**config.mk**
```make
export PLATFORM = sky130hd
export DESIGN_NAME = rst_supervisor
export DESIGN_NICKNAME = d
export VERILOG_FILES = /design/src/rtl/rst_sup_pkg.sv /design/src/rtl/rst_sup_sync.sv /design/src/rtl/rst_sup_timer.sv /design/src/rtl/rst_sup_ctrl.sv /design/src/rtl/rst_supervisor.sv
export SDC_FILE = /design/constraint.sdc
export NUM_CORES = 1
export LEC_CHECK = 0
export ABC_CLOCK_PERIOD_IN_PS = 1800
export BUFFER_PORTS_ARGS = -buffer_cell sky130_fd_sc_hd__buf_2
export CAP_MARGIN = 20
export CORE_MARGIN = 5
export CORE_UTILIZATION = 45
export CTS_CLUSTER_DIAMETER = 60
export CTS_CLUSTER_SIZE = 8
export DETAILED_ROUTE_END_ITERATION = 10
export PLACE_DENSITY = 0.6
export SLEW_MARGIN = 20
export SYNTH_ARGS = -nofsm -noshare
export SYNTH_HDL_FRONTEND = slang
export SYNTH_SLANG_ARGS = --single-unit
```
**constraint.sdc**
```tcl
create_clock -name clk -period 1.8 [get_ports clk]
set_input_delay 0 -clock clk [delete_from_list [all_inputs] [get_ports clk]]
set_output_delay 0 -clock clk [all_outputs]
set_load 0.02 [all_outputs]
```
**src/rtl/rst_sup_pkg.sv**
```systemverilog
package rst_sup_pkg;

  // Strobes from control to the timeout datapath
  typedef struct packed {
    logic clearCnt;   // drop the count to zero
    logic countEn;    // advance the count by one tick
    logic loadSel;    // capture the timeout select
  } tmrCmd_t;

endpackage

```
**src/rtl/rst_sup_sync.sv**
```systemverilog
module rst_sup_sync #(
  parameter int unsigned         W       = 2,
  parameter logic [W-1:0]        RST_VAL = '0
) (
  input  logic         clk,
  input  logic         porRst,
  input  logic [W-1:0] din,
  output logic [W-1:0] dout
);

  for (genvar i = 0; i < W; i++) begin : g_bit
    logic stage1;
    logic stage2;
    always_ff @(posedge clk) begin
      if (porRst) begin
        stage1 <= RST_VAL[i];
        stage2 <= RST_VAL[i];
      end else begin
        stage1 <= din[i];
        stage2 <= stage1;
      end
    end
    assign dout[i] = stage2;
  end

endmodule

```
**src/rtl/rst_sup_timer.sv**
```systemverilog
module rst_sup_timer
  import rst_sup_pkg::*;
#(
  parameter int unsigned TERM0 = 16,
  parameter int unsigned TERM1 = 260,
  parameter int unsigned TERM2 = 2000,
  parameter int unsigned TERM3 = 15700
) (
  input  logic       clk,
  input  logic       porRst,
  input  tmrCmd_t    cmd,
  input  logic [1:0] tmoSel,
  output logic       atTerm,
  output logic       cntZero,
  output logic [1:0] selLatched
);

  localparam int unsigned MAX01 = (TERM0 > TERM1) ? TERM0 : TERM1;
  localparam int unsigned MAX23 = (TERM2 > TERM3) ? TERM2 : TERM3;
  localparam int unsigned MAXT  = (MAX01 > MAX23) ? MAX01 : MAX23;
  localparam int unsigned CNT_W = $clog2(MAXT + 1);

  logic [CNT_W-1:0] cnt;
  logic [CNT_W-1:0] termSel;

  always_comb begin
    case (selLatched)
      2'd0:    termSel = CNT_W'(TERM0);
      2'd1:    termSel = CNT_W'(TERM1);
      2'd2:    termSel = CNT_W'(TERM2);
      default: termSel = CNT_W'(TERM3);
    endcase
  end

  always_ff @(posedge clk) begin
    if (porRst || cmd.clearCnt) cnt <= '0;
    else if (cmd.countEn)       cnt <= cnt + 1'b1;
  end

  always_ff @(posedge clk) begin
    if (porRst)           selLatched <= 2'd0;
    else if (cmd.loadSel) selLatched <= tmoSel;
  end

  assign atTerm  = (cnt == termSel);
  assign cntZero = (cnt == '0);

endmodule

```
**src/rtl/rst_sup_ctrl.sv**
```systemverilog
module rst_sup_ctrl
  import rst_sup_pkg::*;
(
  input  logic    clk,
  input  logic    porRst,
  input  logic    faultS,
  input  logic    tickEn,
  input  logic    atTerm,
  input  logic    cntZero,
  output tmrCmd_t cmd,
  output logic    rstAsserted
);

  always_comb begin
    cmd.clearCnt = faultS;
    cmd.countEn  = rstAsserted && !faultS && tickEn && !atTerm;
    cmd.loadSel  = rstAsserted && cntZero;
  end

  always_ff @(posedge clk) begin
    if (porRst || faultS)          rstAsserted <= 1'b1;
    else if (rstAsserted && atTerm) rstAsserted <= 1'b0;
  end

endmodule

```
**src/rtl/rst_supervisor.sv**
```systemverilog
module rst_supervisor
  import rst_sup_pkg::*;
#(
  parameter int unsigned TERM0 = 16,
  parameter int unsigned TERM1 = 260,
  parameter int unsigned TERM2 = 2000,
  parameter int unsigned TERM3 = 15700
) (
  input  logic       clk,
  input  logic       porRst,
  input  logic       supplyOk,
  input  logic       manRstN,
  input  logic       tickEn,
  input  logic [1:0] tmoSel,
  output logic       cpuRstN
);

  logic [1:0] syncQ;
  logic       faultS;
  logic       atTerm;
  logic       cntZero;
  logic [1:0] selLatched;
  logic       rstAsserted;
  tmrCmd_t    cmd;

  rst_sup_sync #(.W(2), .RST_VAL(2'b01)) u_sync (
    .clk(clk), .porRst(porRst), .din({supplyOk, manRstN}), .dout(syncQ)
  );

  assign faultS = !syncQ[1] || !syncQ[0];

  rst_sup_ctrl u_ctrl (
    .clk(clk), .porRst(porRst), .faultS(faultS), .tickEn(tickEn),
    .atTerm(atTerm), .cntZero(cntZero), .cmd(cmd), .rstAsserted(rstAsserted)
  );

  rst_sup_timer #(.TERM0(TERM0), .TERM1(TERM1), .TERM2(TERM2), .TERM3(TERM3)) u_timer (
    .clk(clk), .porRst(porRst), .cmd(cmd), .tmoSel(tmoSel),
    .atTerm(atTerm), .cntZero(cntZero), .selLatched(selLatched)
  );

  assign cpuRstN = !rstAsserted;

endmodule

```
# After elaboration in Yosys (flattened, before gate mapping)
# Index checks and enable logic that the tools add are counted.
# classes
n_eq_ne,3
n_reduce_logical,14
addsub,1
mux,1
# ops
cell,count
$pmux W14 S3,1
$add A14 B1 Y14 const B,1
$eq A14 B14 Y1,1
$logic_not A14 Y1,1
$logic_and A1 B1 Y1,5
$logic_not A1 Y1,5
$eq A2 B1 Y1 const B,1
$eq A2 B2 Y1 const B,1
$logic_not A2 Y1,1
$logic_or A1 B1 Y1,2
# word_totals
out_inout_bits,1
elab_cells,26
inputBits,7
reg_bits,21

# Logic depth before layout (Yosys ltp)
# depth
ltp_word,6
ltp_mapped,7
depth_no_buf,7

# Modules after synthesis
# From an unflattened synthesis, not the netlist that was laid out.
# hier_totals
cells_unflattened,129
area_unflattened_um2,1092.3
# modules_own_cells
mod,n_inst,area_per_inst_um2,cells_each,seq_area_each_um2
rst_sup_timer,1,902.1,110,320.3
rst_sup_sync,1,120.1,10,80.1
rst_sup_ctrl,1,62.6,7,20.0
rst_supervisor,1,7.5,2,0.0

# Worst setup path after synthesis
# No wires, ideal clock.
# synth_path
path_kind,register -> register
startpoint,register u_timer.cnt[0]
endpoint,register u_timer.cnt[2]
arrival_time_ps,1504
period_less_slack_ps,1622
path_slack_ps,178
setup_time_ps,118
stages_incl_launch_ff,8
cell_sequence,dfxtp_1 -> inv_1 -> ha_1 -> nor3b_1 -> o211ai_1 -> a21o_1 -> o311a_1 -> mux2i_1
# synth_via
elab_chain_len,3
elab_cells_between_ends,4
# synth_rtl
element,line_no,text
from (decl),rst_sup_timer.sv:23,logic [CNT_W-1:0] cnt;
from (signal assigned),rst_sup_timer.sv:37,else if (cmd.countEn) cnt <= cnt + 1'b1;
"parallel branches: the longest is 3 deep, another holds $add A14 B1 Y14",-,
# Several ways; the timed one is not identified.
# A chain may end at the register's enable or synchronous reset.

# Worst setup path in the final report
# layout_path
startpoint,register u_timer.selLatched[1]
endpoint,register u_timer.cnt[2]
# layout_via
elab_chain_len,5
elab_cells_between_ends,7
# layout_rtl
element,line_no,text
from (decl),rst_sup_timer.sv:15,output logic [1:0] selLatched
from (signal assigned),rst_sup_timer.sv:42,else if (cmd.loadSel) selLatched <= tmoSel;
$eq A2 B2 Y1 (tied with other cells),rst_sup_timer.sv:27,case (selLatched)
$pmux W14 S3 (*),rst_sup_timer.sv:27,
$eq A14 B14 Y1 (*),rst_sup_timer.sv:45,assign atTerm = (cnt == termSel);
$logic_not A1 Y1 (*),rst_sup_ctrl.sv:16,cmd.countEn = rstAsserted && !faultS && tickEn && !atTerm;
$logic_and A1 B1 Y1 (*),rst_sup_ctrl.sv:16,
# Every way passes the cells marked *; elsewhere a longest branch is shown, timed or not.

==> flow_summary_export.csv <==
group,metric,value,unit
sta,tightest_slew,0.361,ns
synthesis,ys_async_sr_fraction,0,
worst_setup_path,max_stage_delay,0.41,ns
synthesis,synth_cell_types,43,
synthesis,synth_top_cell_area_share,0.354,
pwr,ir_drop,539,uV
routing,via_per_inst,5.86,
placed_design,gp_congestion,0.917,
pwr,p_comb_frac,0.097,
clocking,clockBufferDepth,2,
routing,drtIter0Drc,51,
synthesis,syn_area,1190,um2
routing,firstDrtPassIters,4,
worst_setup_path,crit_type,"flip-flop to flip-flop",
sta,hold_viol,0,
clocking,cts_htree_levels,1,
sta,slew_headroom,0.759,
clocking,ctsRootBufferMaster,"clkbuf_4",
floorplan,fp.dieW,61.4,um
flow_run,max_cap_violations,0,
pwr,p_switching,0.188,mW
cells_and_area,nNetsFinal,174,
global_route,grtUsageTotal,0.167,
clocking,path_clk_slew,0.12,ns
pwr,leakagePower,0.515,nW
worst_setup_path,setup.worst_path.start_class,"flip-flop",
floorplan,initial_core_util,0.475,
routing,wl,2810,um
worst_setup_path,crit_buf_inv,0,
synthesis,syn_nets,150,
synthesis,synthFlopType,"dfxtp_1",
synthesis,ys_warn_count,0,
cells_and_area,synthToLayoutAreaGrowth,20.5,%
cells_and_area,antenna-diode-count,0,
routing,wl_per_cell,14.5,um
floorplan,design.die.area,3770,um2
placed_design,placed_cell_area,1290,um2
sta,clock_skew,0.00702,ns
worst_setup_path,required,2.04,ns
clocking,clock_sinks,21,
global_route,grt_pass1_wl,4650,um
synthesis,synth_edf_count,0,
sta,min_period_over_period,0.970,
clocking,clk_latency,0.31,ns
status,status,"complete, no violations",
sta,period_needed,1.75,ns
floorplan,fp-row-count,18,
synthesis,ys_ff_latch,21,
worst_setup_path,critPathTopFamily,"compound AO/OA/AOI/OAI gates",
synthesis,ys_seq_area_frac,0.354,
hold_path,min_path_type,"input port to flip-flop",
pwr,power_frac_seq,0.607,
floorplan,die_h,61.4,um
pwr,sw_frac_of_total,0.238,
placed_design,port_buffers,7,
global_route,grt-ovfl-total,0,
routing,drc,0,
placed_design,hpwl,2050,um
worst_setup_path,critPathArrivalTime,1.98,ns
placed_design,placed_cells_incl_taps,181,
clocking,cts_made_buffers,3,
worst_setup_path,crit_chain,"and2_1 -> or3_1 -> a21o_1 -> o311a_1 -> mux2i_1",
sta,fmaxAchievable,0.573,GHz
pwr,p_int,0.601,mW
floorplan,ios,8,
global_route,grt_pass1_vias,1080,
cells_and_area,final_cell_mix,"dfxtp_1 (19), buf_4 (12), nor2_1 (11)",
sta,slew_violations,0,
clocking,cts_tree,"yes",
pwr,power_frac_clock,0.296,
synthesis,yosys-top-cells-area,"dfxtp_1 (35%), xnor2_1 (5.2%), or3_1 (3.7%)",
routing,postRouteAntennaNets,0,
sta,rsz0062_at_grt,"true",
cells_and_area,final_design_area_no_fill,1430,um2
synthesis,postSynthCellCount,141,
floorplan,coreArea,2500,um2
global_route,antenna_found_initial,0,
routing,vias,1136,
worst_setup_path,cp_max_fo,14,
cells_and_area,final_common_cell,"dfxtp_1",
synthesis,synth.largest_area_cell,"dfxtp_1",
cells_and_area,drive_gt1_frac,0.232,
cells_and_area,layoutNonFillerInstCount,194,
pwr,power_density,551,nW/um2
cells_and_area,final_core_util,0.573,
global_route,grt_max_degree,15,
synthesis,syn_area_per_cell,8.42,um2
sta,setup_viol,0,
worst_setup_path,end_kind,"flip-flop",
worst_setup_path,worst_path_max_delay_cell,"dfxtp_2",
[worst min-delay path, delay by kind of cell]
family                 cells  cell delay [ns]
AND/OR/NAND/NOR            2             0.24
AO/OA/AOI/OAI              1             0.06
buffers and inverters      1             0.10
[synthesized netlist by cell type, drive strengths merged (2+ instances only)]
library cell  number
dfxtp             21
nor2              11
o21ai              8
a21oi              7
inv                7
nand2              7
or3                7
xnor2              7
buf                6
nand4              6
nor3               6
nor4               5
and3               4
nor2b              4
mux2i              3
nand3              3
or2                3
and2               2
and4b              2
clkbuf             2
ha                 2
o211ai             2
[power groups by stage]
stage               clock (mW)  combinational, mW  sequential [mW]
global route             0.265             0.0847            0.481
detailed placement           0             0.0586            0.490
floorplan                    0             0.0463            0.485
finish                   0.234             0.0762            0.479
CTS                      0.239             0.0704            0.480
global placement             0             0.0571            0.490
[layer usage]
layer	up-vias	track usage	wire [um]
met3	14	0.0314	104
met1	533	0.200	1290
met4	0	0.0848	95
met2	32	0.284	1320
li1	557	-	-
met5	-	0	0
[flip-flops by register name, summed over array words and instances, names as in the netlist]
register,cells
u_sync.g_bit.stage2,2
u_sync.g_bit.stage1,2
u_ctrl.rstAsserted,1
u_timer.cnt,14
u_timer.selLatched,2
[worst paths after layout]
check / startpoint / end / slack, ns / cells past startpoint
setup reg to reg: u_timer.selLatched[1] / u_timer.cnt[2] / 0.05 / 5
hold / removal: tickEn / u_timer.cnt[0] / 0.13 / 4
setup / recovery: u_timer.selLatched[1] / u_timer.cnt[2] / 0.05 / 5
hold reg to reg: u_sync.g_bit[0].stage1 / u_sync.g_bit[0].stage2 / 0.43 / 1
[layout make-up]
class / instances / area (um2)
fill: 242 / 1070
multi-input combinational: 105 / 709
sequential: 21 / 425
timing repair buffer: 27 / 206
tap: 30 / 37.5
clock buffer: 4 / 26.3
inverter: 7 / 26.3
[stage by stage]
| stage | TNS (ns) | setup slack, ns | power (mW) | hold WS (ns) |
|---|---|---|---|---|
| detailed placement | -0.00647 | -0.00647 | 0.548 | 0.185 |
| CTS | 0 | 0.0566 | 0.790 | 0.129 |
| global route | -0.147 | -0.0507 | 0.831 | 0.146 |
| floorplan | 0 | 0.178 | 0.531 | 0.0716 |
| global placement | 0 | 0.0209 | 0.547 | 0.181 |
| finish | 0 | 0.0537 | 0.789 | 0.126 |
[cell families after synthesis]
family	share of synthesized area
adders and majority gates	0.0211
buffers and inverters	0.0664
xor gates and xnor gates	0.0516
DFF	0.354
AOI/OAI and AO/OA	0.149
muxes	0.0253
and+or+nand+nor	0.333
[timing repair]
| item | 4_1_cts | 5_1_grt |
|---|---|---|
| hold endpoints to repair | 6 | 0 |
| endpoints found under the setup margin | 3 | 3 |
| buffers inserted | 0 | 2 |
| hold buffers | 7 | 0 |
| pin swaps | 0 | 6 |
| resized for setup | 3 | 7 |
Power figures use the tool's default switching activity.
